--- src/rtl/seg_addr_pkg.sv ---
package seg_addr_pkg;

    // Segment encoding, shared by the select inputs and the status code
    typedef enum logic [1:0] {
        SEG_EXTRA = 2'b00,
        SEG_STACK = 2'b01,
        SEG_CODE  = 2'b10,
        SEG_DATA  = 2'b11
    } seg_id_e;

    localparam int unsigned NUM_SEGS = 4;

    typedef struct packed {
        logic    [1:0] code;
        logic          word;
    } xfer_info_t;

    // Active-low upper lane enable: needed for words and odd bytes
    function automatic logic upper_lane_n(input logic word, input logic addr_lsb);
        return !(word || addr_lsb);
    endfunction

endpackage

--- src/rtl/seg_regfile.sv ---
module seg_regfile
    import seg_addr_pkg::*;
#(
    parameter int unsigned SEG_W      = 16,
    parameter logic [SEG_W-1:0] CODE_RST = '1
) (
    input  logic                           clk,
    input  logic                           rst,
    input  logic                           ld_en,
    input  logic [1:0]                     ld_sel,
    input  logic [SEG_W-1:0]               ld_data,
    input  logic                           xfer_en,
    input  logic [SEG_W-1:0]               xfer_base,
    output logic [NUM_SEGS-1:0][SEG_W-1:0] bases
);

    for (genvar g = 0; g < NUM_SEGS; g++) begin : g_seg
        localparam bit IS_CODE = (g == int'(SEG_CODE));
        localparam logic [SEG_W-1:0] RST_VAL = IS_CODE ? CODE_RST : '0;

        logic             wr;
        logic [SEG_W-1:0] wr_val;

        if (IS_CODE) begin : g_code
            // only a control transfer may change the code base
            assign wr     = xfer_en;
            assign wr_val = xfer_base;
        end else begin : g_gen
            assign wr     = ld_en && (ld_sel == 2'(g));
            assign wr_val = ld_data;
        end

        always_ff @(posedge clk) begin
            if (rst)      bases[g] <= RST_VAL;
            else if (wr)  bases[g] <= wr_val;
        end
    end

endmodule

--- src/rtl/seg_addr_calc.sv ---
module seg_addr_calc #(
    parameter int unsigned SEG_W = 16,
    parameter int unsigned OFF_W = 16,
    parameter int unsigned SHIFT = 4,
    localparam int unsigned ADDR_W = SEG_W + SHIFT
) (
    input  logic [SEG_W-1:0]  base,
    input  logic [OFF_W-1:0]  offset,
    output logic [ADDR_W-1:0] addr
);

    logic [ADDR_W-1:0] base_sh;
    logic [ADDR_W-1:0] off_ext;

    assign base_sh = {base, {SHIFT{1'b0}}};
    assign off_ext = ADDR_W'(offset);
    // carry out of the top bit is dropped: the space wraps
    assign addr    = base_sh + off_ext;

endmodule

--- src/rtl/seg_lane_ctl.sv ---
module seg_lane_ctl
    import seg_addr_pkg::*;
(
    input  logic [1:0] seg_sel,
    input  logic       word_xfer,
    input  logic       addr_lsb,
    output xfer_info_t info,
    output logic       bhe_n
);

    always_comb begin
        info.code = seg_sel;
        info.word = word_xfer;
        bhe_n     = upper_lane_n(info.word, addr_lsb);
    end

endmodule

--- src/rtl/seg_addr_gen.sv ---
module seg_addr_gen
    import seg_addr_pkg::*;
#(
    parameter int unsigned SEG_W = 16,
    parameter int unsigned OFF_W = 16,
    parameter int unsigned SHIFT = 4,
    parameter logic [SEG_W-1:0] CODE_RST = '1,
    localparam int unsigned ADDR_W = SEG_W + SHIFT
) (
    input  logic              clk,
    input  logic              rst,
    input  logic [1:0]        seg_sel,
    input  logic [OFF_W-1:0]  offset,
    input  logic              word_xfer,
    input  logic              ld_en,
    input  logic [1:0]        ld_sel,
    input  logic [SEG_W-1:0]  ld_data,
    input  logic              xfer_en,
    input  logic [SEG_W-1:0]  xfer_base,
    output logic [ADDR_W-1:0] phys_addr,
    output logic [1:0]        seg_code,
    output logic              bhe_n
);

    logic [NUM_SEGS-1:0][SEG_W-1:0] bases;
    logic [SEG_W-1:0]               sel_base;
    xfer_info_t                     info;

    seg_regfile #(.SEG_W(SEG_W), .CODE_RST(CODE_RST)) u_regs (
        .clk       (clk),
        .rst       (rst),
        .ld_en     (ld_en),
        .ld_sel    (ld_sel),
        .ld_data   (ld_data),
        .xfer_en   (xfer_en),
        .xfer_base (xfer_base),
        .bases     (bases)
    );

    assign sel_base = bases[seg_sel];

    seg_addr_calc #(.SEG_W(SEG_W), .OFF_W(OFF_W), .SHIFT(SHIFT)) u_calc (
        .base   (sel_base),
        .offset (offset),
        .addr   (phys_addr)
    );

    seg_lane_ctl u_lane (
        .seg_sel   (seg_sel),
        .word_xfer (word_xfer),
        .addr_lsb  (phys_addr[0]),
        .info      (info),
        .bhe_n     (bhe_n)
    );

    assign seg_code = info.code;

endmodule

--- config.mk ---
export PLATFORM = sky130hd
export DESIGN_NAME = seg_addr_gen
export DESIGN_NICKNAME = d
export VERILOG_FILES = /design/src/rtl/seg_addr_pkg.sv /design/src/rtl/seg_regfile.sv /design/src/rtl/seg_addr_calc.sv /design/src/rtl/seg_lane_ctl.sv /design/src/rtl/seg_addr_gen.sv
export SDC_FILE = /design/constraint.sdc
export NUM_CORES = 1
export LEC_CHECK = 0
export ABC_AREA = 1
export BUFFER_PORTS_ARGS = -buffer_cell sky130_fd_sc_hd__buf_2
export CAP_MARGIN = 40
export CORE_MARGIN = 2
export CORE_UTILIZATION = 50
export CTS_CLUSTER_DIAMETER = 30
export DETAILED_ROUTE_END_ITERATION = 8
export PLACE_DENSITY_LB_ADDON = 0.3
export SLEW_MARGIN = 40
export SYNTH_ARGS = -nofsm -noshare
export SYNTH_HDL_FRONTEND = slang
export SYNTH_HIERARCHICAL = 1
export SYNTH_SLANG_ARGS = --single-unit
--- constraint.sdc ---
create_clock -name clk -period 2.1 [get_ports clk]
set_clock_uncertainty 0.15 [all_clocks]
set_input_delay 0.105 -clock clk [delete_from_list [all_inputs] [get_ports clk]]
set_output_delay 0.105 -clock clk [all_outputs]
set_load 0.01 [all_outputs]
==> key figures, run 1 <==
Global routing
  • Number of antenna violations at the first check in global routing: 0
  • Total global routing overflow: 0
  • Via count of the first global-routing pass: 4297
  • Wire length of the first global-routing pass: 18.6 mm
  • Overall track demand over capacity in global routing: around a quarter
  • Largest net degree at the start of global routing: 37

Place
  • Number of I/O port buffers: 73
  • HPWL after DPL: ~8 mm
  • Routability Congestion: about 0.93
  • Pre-CTS setup slack: -0.113 ns

Worst hold path
  • Worst-case hold path end point: u_regs/bases[34]
  • Worst hold path class: in -> reg
  • Cells on Worst Hold Path: 3
  • Hold wc startpoint: xfer_en

Setup path
  • Endpoint of the most critical register-to-register path: u_regs/bases[22]
  • FF-to-FF path depth: 4
  • Reg2reg start: u_regs/bases[22]
  • Highest net fanout along the worst path: 3
  • Worst reg-to-reg setup slack: around 1.3 ns
  • Kind of end point of the critical path: output port
  • Type of origin of the critical path: flop
  • Category of the most critical setup path: reg -> out
  • CP arrival: ~2.1 ns
  • Data required time of the critical path: 1.85 ns

Floorplanning
  • Core Region: about 0.0082 sq mm
  • Die Footprint: a little over 0.009 sq mm
  • Rows: 33
  • Die height: 96.2 microns
  • Overall die width: 96.2 microns
  • Effective utilization at floorplan: about half
  • Number of ports placed on the die boundary: 80

Clock network
  • CTS tree: built
  • Clock insertion delay at the later pin of the skew report: 0.33 ns
  • # H-tree levels: 3
  • Total clock buffers created by CTS: 9
  • Worst-path clk slew: roughly 0.070 ns
  • CTS Root Buffer Type: sky130_fd_sc_hd__clkbuf_8
  • Total clock sinks: 64
  • Maximum buffer depth of the clock tree: 2

STA
  • Count of final max-slew check failures: 0
  • Unrepaired setup endpoints after global routing: true
  • Count of endpoints failing setup in the final report: 12
  • Max-slew headroom: 55.8%
  • Post-route clock period utilization: 113%
  • Highest clock rate: around 420 MHz
  • Actual slew at the worst max-slew pin: between 0.6 and 0.7 ns
  • Count of endpoints failing hold in the final timing report: 0
  • Tightest hold margin: ~0.019 ns
  • Fin crit period: 2.38 ns
  • Setup ws final: -0.277 ns

Finish
  • Final Net Count: 912
  • Layout overhead on the synthesized area: 29.3%
  • Registers with the most flip-flops: u_regs/bases: 64 flops
  • Register name with the most flops: u_regs/bases
  • Final core utilization: approximately 67%
  • Fraction of final layout cells sized beyond drive strength 1: about 21%
  • Number of flip-flops in the largest register: 64
  • Number of diodes added for antenna fixing: 0

Yosys
  • Yosys warning count: 6
  • Post-Synthesis Cells: 739
  • Post-Syn Area per Cell: 5.75 sq um
  • Synthesized Nets: a little over 800
  • Cell Area, Synth: approximately 0.0043 sq mm

Drt
  • First-pass iteration count of the detailed router: 5
  • Avg WL per Cell: roughly 12 microns
  • DR vias/cell: between 4 and 5
  • Antenna Nets Post-Route: 0
  • Routed vias: ~4600
  • Final wirelength: 11.3 mm
  • DRC viols: 0
  • First DRT Iteration DRCs: between 150 and 200

Outcome
  • Violations in the final reports: negative setup slack
  • Outcome: finished, violations left

Pwr
  • Max IR drop VDD: ~0.44 mV
  • Power density normalized to cell area: 630 mW/mm^2
  • Design Power: 3.46 mW
  • Static leakage: ~3.1 nW

Flow run
  • # Max-Cap Violations: 0
## cells in the final DEF (no fill, tap or decap), types with 2 or more instances in the layout
| cell | instances |
|---|---|
| sky130_fd_sc_hd__buf_12 | 3 |
| sky130_fd_sc_hd__dlygate4sd3_1 | 32 |
| sky130_fd_sc_hd__dfxtp_2 | 8 |
| sky130_fd_sc_hd__nor2_1 | 90 |
| sky130_fd_sc_hd__dfxtp_1 | 56 |
| sky130_fd_sc_hd__nand3_1 | 69 |
| sky130_fd_sc_hd__a21oi_2 | 3 |
| sky130_fd_sc_hd__nor2_2 | 2 |
| sky130_fd_sc_hd__nand3_2 | 7 |
| sky130_fd_sc_hd__ha_1 | 2 |
| sky130_fd_sc_hd__clkinvlp_4 | 3 |
| sky130_fd_sc_hd__buf_4 | 22 |
| sky130_fd_sc_hd__buf_2 | 72 |
| sky130_fd_sc_hd__inv_1 | 142 |
| sky130_fd_sc_hd__a21oi_1 | 18 |
| sky130_fd_sc_hd__clkbuf_8 | 9 |
| sky130_fd_sc_hd__nand2_2 | 22 |
| sky130_fd_sc_hd__ha_4 | 9 |
| sky130_fd_sc_hd__nand3b_1 | 2 |
| sky130_fd_sc_hd__inv_6 | 2 |
| sky130_fd_sc_hd__nor3_2 | 3 |
| sky130_fd_sc_hd__inv_2 | 7 |
| sky130_fd_sc_hd__nand2_1 | 245 |
| sky130_fd_sc_hd__xor2_1 | 6 |
## critical path, cell delays in order (launching register included)
cell                       delay, ns
sky130_fd_sc_hd__dfxtp_2        0.33
sky130_fd_sc_hd__inv_2          0.04
sky130_fd_sc_hd__nand2_1        0.04
sky130_fd_sc_hd__nand3_1        0.08
sky130_fd_sc_hd__nand2_1        0.07
sky130_fd_sc_hd__ha_2           0.19
sky130_fd_sc_hd__fa_2           0.34
sky130_fd_sc_hd__nand2_1        0.08
sky130_fd_sc_hd__nand2_1        0.07
sky130_fd_sc_hd__nand3b_1       0.10
sky130_fd_sc_hd__nand2_2        0.10
sky130_fd_sc_hd__nand2_2        0.07
sky130_fd_sc_hd__nand2_1        0.05
sky130_fd_sc_hd__nand2_1        0.06
sky130_fd_sc_hd__nand2_1        0.05
sky130_fd_sc_hd__buf_6          0.12
## routing by layer
layer  part of all wire [%]  wire [microns]  GRT usage, %
met1                     40            4590          29.2
met2                     52            5920          47.3
met3                    5.2             589          5.25
met4                    2.2             249          8.81
met5                      0               0             0
## how the worst max path moves through the flow
stage	start	end	slack, ns	cells after the start
floorplan	seg_sel[0]	phys_addr[12]	0.13	14
global route	u_regs/bases[48]	phys_addr[18]	-0.45	15
finish	u_regs/bases[48]	phys_addr[18]	-0.28	15
global placement	seg_sel[0]	phys_addr[17]	-0.08	16
CTS	u_regs/bases[16]	phys_addr[18]	-0.28	15
detailed placement	seg_sel[0]	phys_addr[15]	-0.11	15
## power breakdown
part           total, mW  internal, mW  switching (mW)
combinational       1.07         0.469           0.599
sequential          1.32          1.28          0.0355
clock               1.07         0.557           0.517
total               3.46          2.31            1.15
## per-stage QoR
step | std cells | TNS (ns) | instance area, sq um
after detailed placement | 902 | -0.672 | 4710
after global placement | 902 | -0.348 | 4710
after global routing | 952 | -4.29 | 5500
after CTS | 950 | -2.21 | 5440
after floorplan | 739 | 0 | 4250
final | 952 | -2.34 | 5500
## layout make-up
cell class / count / area, sq um
fill: 726 / 2720
multi-input combinational: 487 / 2390
sequential: 64 / 1290
timing repair buffer: 130 / 917
inverter: 150 / 566
tap: 105 / 131
clock buffer: 9 / 124
clock inverter: 7 / 78.8
## timing repair
item                                   4_1_cts  5_1_grt
resized for setup                           47       12
endpoints found under the hold margin       64        0
pin swaps                                    8        8
cloned                                       0        0
setup buffers                                0        2
setup endpoints to repair                   13       14
hold buffers                                32        0
(Power assumes the default switching activity.)
==> inputs of run 2 (changes only) <==
--- a/config.mk
+++ b/config.mk
@@ -8,6 +8,7 @@
 export ABC_AREA = 1
 export BUFFER_PORTS_ARGS = -buffer_cell sky130_fd_sc_hd__buf_2
 export CAP_MARGIN = 40
+export CORE_ASPECT_RATIO = 0.6
 export CORE_MARGIN = 2
 export CORE_UTILIZATION = 50
 export CTS_CLUSTER_DIAMETER = 30
==> run 2 against run 1 <==
Net effect: wire length grew 10%; largest cell class unchanged; via count grew 2.9%; count of clock-buffer cells in the layout is the same; final cell count up 0.74%; flip-flop and latch count unchanged; worst setup slack lost 0.028 ns; non-clock buffer count is 4 higher; sequential share of layout area fell by 0.73 points; clock power up 39%; die area increased by 0.26%; the run still ends with negative setup slack left; total power rose by 13%; first-iteration DRC count grew 110%.
==> key figures, run 2 (synthesis gave the netlist of run 1 again) <==
Outcome
  • Outcome: finished, violations left
  • Violations in the final reports: negative setup slack

Drt
  • DRC viols: 0 (unchanged)
  • Final wirelength: 12.5 mm (+10%)
  • First-pass iteration count of the detailed router: 5 (unchanged)
  • Avg WL per Cell: 13.0 microns (+9.4%)
  • Routed vias: 4718 (+2.9%)
  • DR vias/cell: 4.92 (+2.1%)
  • First DRT Iteration DRCs: 398 (+110%)
  • Antenna Nets Post-Route: 0 (unchanged)

STA
  • Actual slew at the worst max-slew pin: 0.680 ns (+0.0176 ns)
  • Highest clock rate: 416 MHz (-1.1%)
  • Max-slew headroom: 54.6% (-1.2 points)
  • Unrepaired setup endpoints after global routing: true
  • Count of endpoints failing hold in the final timing report: 0 (unchanged)
  • Count of final max-slew check failures: 0 (unchanged)
  • Count of endpoints failing setup in the final report: 13 (+1)
  • Fin crit period: 2.40 ns (+0.0275 ns)
  • Post-route clock period utilization: 115% (+1.3 points)
  • Tightest hold margin: 0.00703 ns (-0.0124 ns)
  • Setup ws final: -0.305 ns (-0.0275 ns)

Clock network
  • CTS Root Buffer Type: sky130_fd_sc_hd__clkbuf_16
  • Total clock sinks: 64 (unchanged)
  • Clock insertion delay at the later pin of the skew report: 0.34 ns (about the same)
  • # H-tree levels: 3 (unchanged)
  • CTS tree: built
  • Total clock buffers created by CTS: 9 (unchanged)
  • Worst-path clk slew: 0.05 ns (-0.02 ns)
  • Maximum buffer depth of the clock tree: 2 (unchanged)

Global routing
  • Overall track demand over capacity in global routing: 28.0% (+2.3 points)
  • Via count of the first global-routing pass: 4228 (-1.6%)
  • Largest net degree at the start of global routing: 39 (+5.4%)
  • Wire length of the first global-routing pass: 20.0 mm (+7.3%)
  • Total global routing overflow: 0 (unchanged)
  • Number of antenna violations at the first check in global routing: 0 (unchanged)

Worst hold path
  • Cells on Worst Hold Path: 3 (unchanged)
  • Worst hold path class: in -> reg

Finish
  • Number of diodes added for antenna fixing: 0 (unchanged)
  • Number of flip-flops in the largest register: 64 (unchanged)
  • Fraction of final layout cells sized beyond drive strength 1: 23.0% (+1.5 points)
  • Most frequent standard cell in the layout excluding fill and tap cells: sky130_fd_sc_hd__nand2_1
  • Final Net Count: 916 (+0.44%)
  • Design area: 0.00566 sq mm (+3.0%)
  • Number of fillers in the final layout: 696 (-4.1%)
  • Registers with the most flip-flops: u_regs/bases: 64 flops
  • Register name with the most flops: u_regs/bases
  • Most frequent cells in the layout: sky130_fd_sc_hd__nand2_1, sky130_fd_sc_hd__inv_1, sky130_fd_sc_hd__nor2_1, sky130_fd_sc_hd__buf_2, sky130_fd_sc_hd__nand3_1
  • Layout overhead on the synthesized area: 33.2%

Floorplanning
  • Die height: 75.4 microns (-22%)
  • Core Region: 0.00807 sq mm (-1.8%)
  • Number of ports placed on the die boundary: 80 (unchanged)
  • Effective utilization at floorplan: 52.7% (+0.94 points)
  • Overall die width: 123 microns (+28%)
  • Rows: 25 (-24%)
  • Die Footprint: 0.00928 sq mm (+0.26%)

Setup path
  • Worst reg-to-reg setup slack: 1.22 ns (-0.04 ns)
  • Type of origin of the critical path: flop
  • Data required time of the critical path: 1.85 ns (about the same)
  • Kind of end point of the critical path: output port
  • CP arrival: 2.15 ns (+0.03 ns)
  • Highest net fanout along the worst path: 3 (unchanged)
  • Category of the most critical setup path: reg -> out
  • FF-to-FF path depth: 4 (unchanged)

Place
  • Number of I/O port buffers: 73 (unchanged)
  • Routability Congestion: 0.958 (+2.9%)
  • HPWL after DPL: 8.97 mm (+14%)
  • Area of placed instances: 0.00471 sq mm (-0.13%)

Flow run
  • # Max-Cap Violations: 0 (unchanged)

Pwr
  • Power density normalized to cell area: 693 mW/mm^2 (+10%)
  • Max IR drop VDD: 0.546 mV (+23%)
  • Static leakage: 3.14 nW (+1.9%)
## run 2: cell types whose count changed in the layout (fill, tap and decap cells not counted), moves of 3 or more
| cell | change |
|---|---|
| sky130_fd_sc_hd__ha_4 | +3 |
| sky130_fd_sc_hd__nand2_2 | +6 |
| sky130_fd_sc_hd__nand3_1 | -4 |
| sky130_fd_sc_hd__clkbuf_8 | -9 |
| sky130_fd_sc_hd__nand3_2 | +4 |
| sky130_fd_sc_hd__clkbuf_16 | +9 |
| sky130_fd_sc_hd__buf_4 | +6 |
| sky130_fd_sc_hd__nand2_1 | -7 |
## run 2: final cells by class
class,instances,area (sq um),area share [%]
clock buffer,9,225,3.98
clock inverter,7,72.6,1.28
inverter,150,566,9.99
multi-input combinational,487,2460,43.4
sequential,64,1290,22.8
tap,108,135,2.39
timing repair buffer,134,916,16.2
## run 2: final timing paths
| path | to | startpoint |
|---|---|---|
| worst max-delay path | phys_addr[18] | u_regs/bases[32] |
| worst min register to register | u_regs/bases[34] | u_regs/bases[34] |
| worst max register to register | u_regs/bases[55] | u_regs/bases[55] |
| worst min-delay path | u_regs/bases[34] | xfer_en |
## run 2: stage by stage
| stage | TNS (ns) | util (%) | worst slack (ns) | std cells | power (mW) |
|---|---|---|---|---|---|
| finish | -3.10 | 70.2 | -0.305 | 959 | 3.93 |
| global route | -4.53 | 70.2 | -0.412 | 959 | 4.13 |
| CTS | -2.75 | 68.6 | -0.308 | 958 | 3.87 |
| detailed placement | -0.983 | 58.3 | -0.147 | 907 | 2.26 |
| global placement | -0.659 | 58.3 | -0.110 | 907 | 2.24 |
| floorplan | 0 | - | 0.129 | 739 | 1.94 |
## run 2: where the power goes
part	leakage (nW)	internal [mW]	switching (mW)
sequential	0.528	1.29	0.0380
combinational	2.47	0.475	0.633
clock	0.141	0.917	0.577
## run 2: layer usage
| metal | routed length, microns | GRT usage [%] | share of wire [%] | vias to the layer above |
|---|---|---|---|---|
| met1 | 5840 | 39.0 | 47 | 2136 |
| li1 | - | - | - | 2378 |
| met5 | 0 | 0 | 0 | - |
| met4 | 159 | 7.58 | 1.3 | 0 |
| met2 | 5510 | 43.7 | 44 | 188 |
| met3 | 993 | 6.89 | 7.9 | 16 |
## run 2: critical path, stage by stage (launching register included)
cell and delay, ns:
sky130_fd_sc_hd__dfxtp_2 0.33, sky130_fd_sc_hd__inv_2 0.07, sky130_fd_sc_hd__nand2_2 0.05, sky130_fd_sc_hd__nand3_2 0.06
sky130_fd_sc_hd__nand2_2 0.08, sky130_fd_sc_hd__ha_4 0.17, sky130_fd_sc_hd__fa_2 0.33, sky130_fd_sc_hd__nand2_1 0.07
sky130_fd_sc_hd__nand2_1 0.07, sky130_fd_sc_hd__nand3b_1 0.10, sky130_fd_sc_hd__nand2_2 0.08, sky130_fd_sc_hd__nand2_2 0.09
sky130_fd_sc_hd__nand2_2 0.05, sky130_fd_sc_hd__nand2_1 0.06, sky130_fd_sc_hd__nand2_1 0.05, sky130_fd_sc_hd__buf_2 0.14
## run 2: repair_timing
item | CTS | global route
buffers inserted | 3 | 1
pin swaps | 8 | 11
hold buffers | 32 | 0
gates resized for setup | 40 | 32
endpoints found under the hold margin | 61 | 0
setup endpoints to repair | 14 | 14
